File: src/rtl/pad_port_mux.sv
module pad_port_mux #(
  parameter int unsigned IDLE_LIMIT = 300000
) (
  input  logic        clk,
  input  logic        rst_n,
  input  logic [11:0] btn_i,
  input  logic [7:0]  port_data_i,
  input  logic [7:0]  port_dir_i,
  input  logic        six_btn_i,
  output logic [7:0]  rd_data_o,
  output logic [1:0]  phase_o
);
  localparam int unsigned CW = (IDLE_LIMIT > 2) ? $clog2(IDLE_LIMIT) : 1;
  localparam logic [CW-1:0] IDLE_LAST = CW'(IDLE_LIMIT - 1);

  logic          th_q;
  logic [1:0]    phase_q;
  logic [CW-1:0] idle_q;
  logic [11:0]   lvl;
  logic [5:0]    pad;
  logic [7:0]    out_mask;

  wire th      = port_data_i[6];
  wire th_rise = th & ~th_q;

  always_ff @(posedge clk) begin
    if (!rst_n) begin
      th_q    <= 1'b1;
      phase_q <= 2'd0;
      idle_q  <= '0;
    end else begin
      th_q <= th;
      if (th_rise) begin
        phase_q <= phase_q + 2'd1;
        idle_q  <= '0;
      end else if (idle_q == IDLE_LAST) begin
        phase_q <= 2'd0;
      end else begin
        idle_q <= idle_q + 1'b1;
      end
    end
  end

  assign lvl = ~btn_i;

  always_comb begin
    if (six_btn_i && phase_q == 2'd3 && th)
      pad = {lvl[5], lvl[4], lvl[11], lvl[10], lvl[9], lvl[8]};
    else if (six_btn_i && phase_q == 2'd3)
      pad = {lvl[7], lvl[6], 4'hF};
    else if (six_btn_i && phase_q == 2'd2 && !th)
      pad = {lvl[7], lvl[6], 4'h0};
    else if (th)
      pad = lvl[5:0];
    else
      pad = {lvl[7], lvl[6], 2'b00, lvl[1:0]};
  end

  assign out_mask  = port_dir_i | 8'h80;
  assign rd_data_o = (port_data_i & out_mask) | ({2'b00, pad} & ~out_mask);
  assign phase_o   = phase_q;
endmodule

File: config.mk
export PLATFORM = sky130hd
export DESIGN_NAME = pad_port_mux
export DESIGN_NICKNAME = d
export VERILOG_FILES = /design/src/rtl/pad_port_mux.sv
export SDC_FILE = /design/constraint.sdc
export NUM_CORES = 1
export LEC_CHECK = 0
export CORE_MARGIN = 5
export CORE_UTILIZATION = 40
export DETAILED_ROUTE_END_ITERATION = 8
export DONT_BUFFER_PORTS = 1
export PLACE_DENSITY = 0.53
export SYNTH_ARGS = -nofsm -noshare
export SYNTH_HDL_FRONTEND = slang
export SYNTH_SLANG_ARGS = --single-unit
File: constraint.sdc
create_clock -name clk -period 4.6 [get_ports clk]
set_input_delay 1.15 -clock clk [delete_from_list [all_inputs] [get_ports clk]]
set_output_delay 1.15 -clock clk [all_outputs]
set_load 0.05 [all_outputs]
==> results of run 1 <==
==> synth_stat cells (all sizes together), types with 6 or more instances <==
master,count
a21oi,7
dfxtp,22
nand2,13
nand2b,6
nand3,11
nand4,9
nor2,13
nor3,6
o21ai,11
==> registers in the layout, summed over array words and instances (netlist names) <==
name / flops
idle_q: 19
phase_o: 2
th_q: 1
==> metrics by stage <==
stage	setup slack [ps]	cell area (µm²)	total power, µW	hold WS, ps
global route	1220	1381	341.7	560.9
global placement	1244	1359	244.3	505.3
detailed placement	1249	1359	244.8	513.9
CTS	1249	1381	330.6	531.2
finish	1257	1381	325.2	534.7
floorplan	810.2	1309	240.7	482.0
==> metal layers <==
layer,vias up,GRT usage (%)
li1,604,-
met1,573,17.22
met2,35,23.56
met3,2,2.163
met4,0,3.797
met5,-,0
==> kinds of logic after synthesis <==
group	Yosys count	share of synthesized area [%]
adder cells (fa/ha/maj)	3	2.868
AND/OR/NAND/NOR	81	35.28
multiplexers	3	2.486
XOR/XNOR	8	5.353
buffers and inverters	9	3.250
AO/OA/AOI/OAI	35	17.11
flip-flops	22	33.65
==> worst max path at each step <==
stage | from | to | cells after the start
after floorplan | six_btn_i | rd_data_o[0] | 4
after global placement | port_data_i[6] | rd_data_o[4] | 2
after detailed placement | port_data_i[6] | rd_data_o[4] | 2
after CTS | port_data_i[6] | rd_data_o[4] | 2
after global routing | phase_o[1]$_SDFFE_PN0P_ | rd_data_o[2] | 4
final | port_data_i[6] | rd_data_o[4] | 2
==> report_power, final <==
group          switching [µW]  internal (µW)  total [µW]
registers                5.74            194         199
logic                    28.6           12.2        40.8
clock network            54.7           30.5        85.2
total                    89.0            236         325
==> cell type report <==
type	instances	area (µm²)
flip-flops and latches	22	440.4
clock buffers	3	22.52
inverters	4	15.01
repair buffers	3	22.52
multi-input cells	130	825.8
fillers	340	1722
well taps	44	55.05
==> qor.yml, run 1 <==
slowest_stage: "o21ai_1"
cp_num_buf_inv: 0
path_cells: "mux2_2 -> o21ai_1"
rr_endpoint: "idle_q[4]$_SDFFE_PP0P_"
rsz0062_at_grt: "no"
synth_area_mm2: 0.001309
drive_gt1_share_pct: 8.642
clockBufferDepth: 2
cts_tree: "yes"
tightest_slew_ps: 948.9
top_layer: "met4"
num_rows: 20
post_drt_wl_per_cell_um: 14.87
cp_max_fo: 9
yosysWarnings: 0
synth_cells: 161
ctsResizeCount: 0
seq_area_frac_synth_pct: 33.65
firstDrtPassIters: 6
synthTopCellsByArea: "dfxtp_1 34%, nand3_1 4.2%, o21ai_0 4.2%"
ys.flop_type: "dfxtp_1"
vias: 1214
p_leak_uw: 0.0004585
slew_headroom_pct: 36.32
yosysTopAreaCell: "dfxtp_1"
drc_errors: 0
worstSetupStartpointType: "primary input"
postCtsSetupRepairBufs: 0
final_cell_count_no_fill: 206
setup_viol: 0
crit_type: "in -> out"
finalHoldViolCount: 0
htreeDepth: 1
synth_edf_count: 0
max_freq_ghz: 0.2992
r2r_slack_ps: 2850
core-area_mm2: 0.003103
drv_slew: 0
syn_nets: 195
avgSynthCellArea_um2: 8.129
end_kind: "output port"
antenna_found_initial: 0
place.gp.congestion: 0.8092
irDropWorstVdd_v: 0.0001212
path_delay_family: "compound AO/OA/AOI/OAI gates"
start_util_pct: 42.18
reg2reg_depth: 5
die_y_um: 67.20
dp_hpwl_mm: 2.434
worstHoldStart: "idle_q[1]$_SDFFE_PP0P_"
final_util_pct: 44.52
power.density_mw_per_mm2: 235.4
wl_mm: 3.063
reg2reg_from: "idle_q[0]$_SDFFE_PP0P_"
wl_met1_mm: 1.370
io-pin-count: 41
ys_ff_latch: 22
cts_buffers: 3
critPathArrivalTime_ps: 2190
grt_usage_pct: 13.55
viasPerCell: 5.893
synth_cell_types: 44
grt_max_degree: 19
drtAntennaViolNets: 0
async_flop_share_pct: 0
clock_latency_ps: 300
clk_transition_reported_paths_ps: 120
drtIter0Drc: 41
placed_cells: 203
die_x_um: 67.20
final_cell_mix: "22 x dfxtp_1, 13 x nand2_1, 13 x nor2_1"
syn_to_final_growth_pct: 5.545
wl_met3_um: 177
dieArea_mm2: 0.004516
hp-class: "reg -> reg"
n_antenna_cell: 0
final_common_cell: "dfxtp_1"
worstHoldEndpoint: "idle_q[1]$_SDFFE_PP0P_"
drv_cap: 0
grt_overflow: 0
wl_met2_mm: 1.499
whs_path_depth: 2
port_buffers: 0
min_period_over_period_pct: 72.67
synth_top_area_share_pct: 33.65
grt_pass1_vias: 1096
worstPathRequired_ps: 3450
grt_pass1_wl_mm: 4.788
root_buffer: "clkbuf_4"
status: "complete, no violations"
final_net_count: 198
setup_tns_ps: 0
period_needed_ps: 3343
clock_skew_ps: 3.695
hold_buffers: 0
clock-sinks: 22
slowest_delay_ps: 740
Note: power is estimated with default switching activity, not from simulation.
==> run 2: changes to the inputs <==
==> constraint.sdc (replaced) <==
create_clock -name clk -period 3.45 [get_ports clk]
set_input_delay 0.8625 -clock clk [delete_from_list [all_inputs] [get_ports clk]]
set_output_delay 0.8625 -clock clk [all_outputs]
set_load 0.05 [all_outputs]
==> qor.yml, run 2 (synthesis results as in run 1) <==
status: "complete, no violations"
final_util_pct: 45.24  # +0.73 points
clock_latency_ps: 300  # about the same
drtIter0Drc: 47  # +15%
clock-sinks: 22  # unchanged
critPathArrivalTime_ps: 1940  # -250 ps
period_needed_ps: 2803
die_x_um: 67.20  # unchanged
dieArea_mm2: 0.004516  # unchanged
irDropWorstVdd_v: 0.0001549  # +28%
slowest_delay_ps: 410  # -330 ps
final_cell_mix: "22 x dfxtp_1, 13 x nand2_1, 13 x nor2_1"
combPwrFrac_pct: 13.9  # +1.4 points
crit_type: "reg -> out"
drtAntennaViolNets: 0  # unchanged
rsz0062_at_grt: "no"
die_y_um: 67.20  # unchanged
final_common_cell: "dfxtp_1"
fillerInstances: 353  # +3.8%
dp_hpwl_mm: 2.418  # -0.64%
vias: 1187  # -2.2%
postCtsSetupRepairBufs: 0  # unchanged
worstSetupStartpointType: "flop"
syn_to_final_growth_pct: 7.266
final_net_count: 201  # +1.5%
tightest_slew_ps: 631.0  # -317.9 ps
seqCellArea_um2: 440.4  # unchanged
finalHoldViolCount: 0  # unchanged
drv_slew: 0  # unchanged
grt_pass1_wl_mm: 4.850  # +1.3%
root_buffer: "clkbuf_4"
cp_max_fo: 4  # -5
hp-class: "reg -> reg"
grt_max_degree: 19  # unchanged
clockBufferDepth: 2  # unchanged
cp_num_buf_inv: 1  # +1
wl_mm: 3.041  # -0.72%
slowest_stage: "a21o_1"
clock_skew_ps: 1.067  # -2.628 ps
slew_headroom_pct: 57.83  # +22 points
seqPwrFrac_pct: 59.6  # -1.7 points
setup_tns_ps: 0  # unchanged
start_util_pct: 42.18  # unchanged
setup_viol: 0  # unchanged
switching_share_pct: 27.77  # +0.41 points
core-area_mm2: 0.003103  # unchanged
cts_tree: "yes"
htreeDepth: 1  # unchanged
largest_reg_flops: 19  # unchanged
drv_cap: 0  # unchanged
cts_buffers: 3  # unchanged
drive_gt1_share_pct: 10.30  # +1.7 points
place.gp.congestion: 0.8393  # +3.7%
max_freq_ghz: 0.3567
internal_power_uw: 317.5  # +34%
switching_power_uw: 122.1  # +37%
port_buffers: 0  # unchanged
grt_pass1_vias: 1096  # unchanged
io-pin-count: 41  # unchanged
path_delay_family: "compound AO/OA/AOI/OAI gates"
p_leak_uw: 0.0004742  # +3.4%
post_drt_wl_per_cell_um: 14.55  # -2.1%
antenna_found_initial: 0  # unchanged
end_kind: "output port"
n_antenna_cell: 0  # unchanged
firstDrtPassIters: 4  # -2
drc_errors: 0  # unchanged
min_period_over_period_pct: 81.25
clk_transition_reported_paths_ps: 120  # about the same
regMostFlops: "idle_q"
viasPerCell: 5.679  # -3.6%
path_cells: "buf_4 -> ha_1 -> and3_1 -> a221oi_1 -> a21o_1"
worstPathRequired_ps: 2590  # -860 ps
ctsResizeCount: 0  # unchanged
hold_buffers: 0  # unchanged
multiInputGateArea_um2: 825.8  # unchanged
grt_usage_pct: 13.78  # +0.23 points
num_rows: 20  # unchanged
power.density_mw_per_mm2: 313.1  # +33%
grt_overflow: 0  # unchanged
clockPowerShare_pct: 26.5  # +0.3 points
==> run 2: changes by cell type in the layout (fill, tap and decap cells not counted) <==
cell,change
buf_4,+3
==> run 2: metrics by stage <==
| step | worst slack (ps) | area [µm²] | total power [µW] | cells | hold WS [ps] |
|---|---|---|---|---|---|
| global route | 499.2 | 1404 | 462.9 | 209 | 564.2 |
| CTS | 638.2 | 1404 | 445.7 | 209 | 524.1 |
| floorplan | 233.1 | 1309 | 321.0 | 161 | 482.0 |
| global placement | 839.1 | 1381 | 328.5 | 206 | 504.5 |
| detailed placement | 820.5 | 1381 | 329.5 | 206 | 509.8 |
| finish | 646.8 | 1404 | 439.6 | 209 | 524.5 |
==> run 2: final cells by class <==
class	instances	share of cell area (%)
Timing Repair Buffer	6	3.209
Inverter	4	1.070
Sequential cell	22	31.37
Multi-Input combinational cell	130	58.82
Tap cell	44	3.922
Clock buffer	3	1.604
==> run 2: final timing paths <==
check	cells past startpoint	slack, ps	endpoint	start
hold / removal	2	520	idle_q[1]$_SDFFE_PP0P_	idle_q[1]$_SDFFE_PP0P_
hold reg to reg	2	520	idle_q[1]$_SDFFE_PP0P_	idle_q[1]$_SDFFE_PP0P_
setup reg to reg	5	1690	idle_q[4]$_SDFFE_PP0P_	idle_q[0]$_SDFFE_PP0P_
setup / recovery	5	650	rd_data_o[3]	phase_o[1]$_SDFFE_PN0P_
==> run 2: metal layers <==
metal,routed length [µm],global-route usage [%],vias up
met3,141,2.829,5
met4,39,4.557,0
met5,0,0,-
met2,1491,23.07,26
met1,1368,17.58,544
li1,-,-,612
==> run 2: worst register-to-register path, stage by stage, from the launching register on <==
cell and delay, ps:
dfxtp_1 430, ha_1 290, and4_1 330, and4_1 270, nand2_1 90, a211oi_1 260
==> run 2: power by group through the flow <==
stage / registers (µW) / clock network, µW / logic (µW)
after global placement: 268 / 0 / 60.8
after detailed placement: 268 / 0 / 61.6
after floorplan: 270 / 0 / 50.8
final: 262 / 116 / 61.0
after global routing: 264 / 134 / 65.8
after CTS: 262 / 122 / 61.7
==> run 3: changes to the inputs <==
--- a/config.mk
+++ b/config.mk
@@ -9,7 +9,7 @@
 export CORE_UTILIZATION = 40
 export DETAILED_ROUTE_END_ITERATION = 8
 export DONT_BUFFER_PORTS = 1
-export PLACE_DENSITY = 0.53
+export PLACE_DENSITY = 0.55
 export SYNTH_ARGS = -nofsm -noshare
 export SYNTH_HDL_FRONTEND = slang
 export SYNTH_SLANG_ARGS = --single-unit
==> constraint.sdc (replaced) <==
create_clock -name clk -period 2.42 [get_ports clk]
set_input_delay 0.605 -clock clk [delete_from_list [all_inputs] [get_ports clk]]
set_output_delay 0.605 -clock clk [all_outputs]
set_load 0.05 [all_outputs]
==> qor.yml, run 3 (synthesis results as in run 1) <==
cts_buffers: 3  # unchanged
reg2reg_depth: 5  # unchanged
syn_to_final_growth_pct: 12.14
setup_viol: 0  # unchanged
start_util_pct: 42.18  # unchanged
firstDrtPassIters: 4  # unchanged
cp_max_fo: 4  # unchanged
io-pin-count: 41  # unchanged
drtIter0Drc: 53  # +13%
clock_skew_ps: 2.591  # +1.524 ps
critPathArrivalTime_ps: 1710  # -230 ps
vias: 1210  # +1.9%
slowest_delay_ps: 350  # -60 ps
worstHoldEndpoint: "th_q$_SDFF_PN1_"
worstPathRequired_ps: 1810  # -780 ps
setup_ws_ps: 107.7  # -539.1 ps
rsz0062_at_grt: "yes"
slew_headroom_pct: 56.45  # -1.4 points
clock_latency_ps: 300  # about the same
htreeDepth: 1  # unchanged
regMostFlops: "idle_q"
tightest_slew_ps: 651.7  # +20.72 ps
ctsResizeCount: 0  # unchanged
largest_reg_flops: 19  # unchanged
rr_endpoint: "idle_q[4]$_SDFFE_PP0P_"
clockBufferDepth: 2  # unchanged
drtAntennaViolNets: 0  # unchanged
p_leak_uw: 0.0004988  # +5.2%
r2r_slack_ps: 700  # -990 ps
max_freq_ghz: 0.4325
final_net_count: 203  # +1.0%
power.density_mw_per_mm2: 435.3  # +39%
status: "complete, no violations"
viasPerCell: 5.735  # +0.97%
worstHoldStart: "rst_n"
num_rows: 20  # unchanged
p_total_uw: 638.9  # +45%
drive_gt1_share_pct: 14.37  # +4.1 points
die_x_um: 67.20  # unchanged
postCtsSetupRepairBufs: 0  # unchanged
dieArea_mm2: 0.004516  # unchanged
reg2reg_from: "idle_q[0]$_SDFFE_PP0P_"
place.gp.congestion: 0.8158  # -2.8%
grt_usage_pct: 14.55  # +0.77 points
path_cells: "ha_1 -> and3_2 -> a221oi_1 -> a21o_1 -> buf_12"
whs_path_depth: 1  # -1
cts_tree: "yes"
antenna_found_initial: 0  # unchanged
clock-sinks: 22  # unchanged
core-area_mm2: 0.003103  # unchanged
crit_type: "reg -> out"
wl_mm: 3.136  # +3.1%
period_needed_ps: 2312
irDropWorstVdd_v: 0.0002846  # +84%
grt_pass1_wl_mm: 5.106  # +5.3%
final_common_cell: "dfxtp_1"
min_period_over_period_pct: 95.55
end_kind: "output port"
dp_hpwl_mm: 2.489  # +2.9%
clk_transition_reported_paths_ps: 110  # about the same
drv_slew: 0  # unchanged
grt_pass1_vias: 1161  # +5.9%
root_buffer: "clkbuf_4"
n_antenna_cell: 0  # unchanged
grt_max_degree: 19  # unchanged
drc_errors: 0  # unchanged
place_ws_ps: 374.6  # -445.9 ps
drv_cap: 0  # unchanged
die_y_um: 67.20  # unchanged
setup_tns_ps: 0  # unchanged
final_cell_mix: "20 x dfxtp_1, 13 x nand2_1, 13 x nor2_1"
port_buffers: 0  # unchanged
grt_overflow: 0  # unchanged
hold_buffers: 0  # unchanged
final_util_pct: 47.30  # +2.1 points
finalHoldViolCount: 0  # unchanged
slowest_stage: "dfxtp_2"
worstSetupStartpointType: "flop"
hp-class: "in -> reg"
post_drt_wl_per_cell_um: 14.86  # +2.1%
==> run 3: stage by stage <==
stage               hold slack [ps]  area [µm²]  std cells
finish                        377.7        1468        211
global route                  372.6        1468        211
CTS                           368.8        1460        211
detailed placement            511.4        1438        208
global placement              499.0        1438        208
floorplan                     482.0        1313        161
==> run 3: area by class of cell <==
| class | count | area [µm²] |
|---|---|---|
| flip-flops and latches | 22 | 442.9 |
| multi-input cells | 130 | 834.6 |
| fillers | 342 | 1635 |
| inverters | 4 | 15.01 |
| repair buffers | 8 | 97.59 |
| clock buffers | 3 | 22.52 |
| well taps | 44 | 55.05 |
==> run 3: worst max-delay path: cells and delay by family (launching register included) <==
family	cells	cell delay, ps
adder cells (fa/ha/maj)	1	230
buffers and inverters	1	140
AND/OR/NAND/NOR	1	220
AO/OA/AOI/OAI	2	460
flip-flops	1	350
==> run 3: worst max path at each step <==
stage | from | to | cells past startpoint
final | phase_o[0]$_SDFFE_PN0P_ | rd_data_o[3] | 5
after global routing | phase_o[0]$_SDFFE_PN0P_ | rd_data_o[2] | 5
after CTS | phase_o[0]$_SDFFE_PN0P_ | rd_data_o[1] | 6
after detailed placement | six_btn_i | rd_data_o[1] | 5
after global placement | six_btn_i | rd_data_o[2] | 4
after floorplan | phase_o[0]$_SDFFE_PN0P_ | rd_data_o[0] | 6
==> run 3: per-layer routing <==
layer  share of wire [%]  up-vias  track usage [%]
met5                   0        -                0
met3                 7.0        2            2.662
met4                0.61        0            4.557
met2                  49       38            24.42
li1                    -      616                -
met1                  43      554            18.81
==> run 3: power by group <==
| part | internal, µW | switching, µW | total [µW] |
|---|---|---|---|
| clock | 58.1 | 103 | 161 |
| sequential | 368 | 6.38 | 374 |
| combinational | 39.9 | 63.7 | 104 |
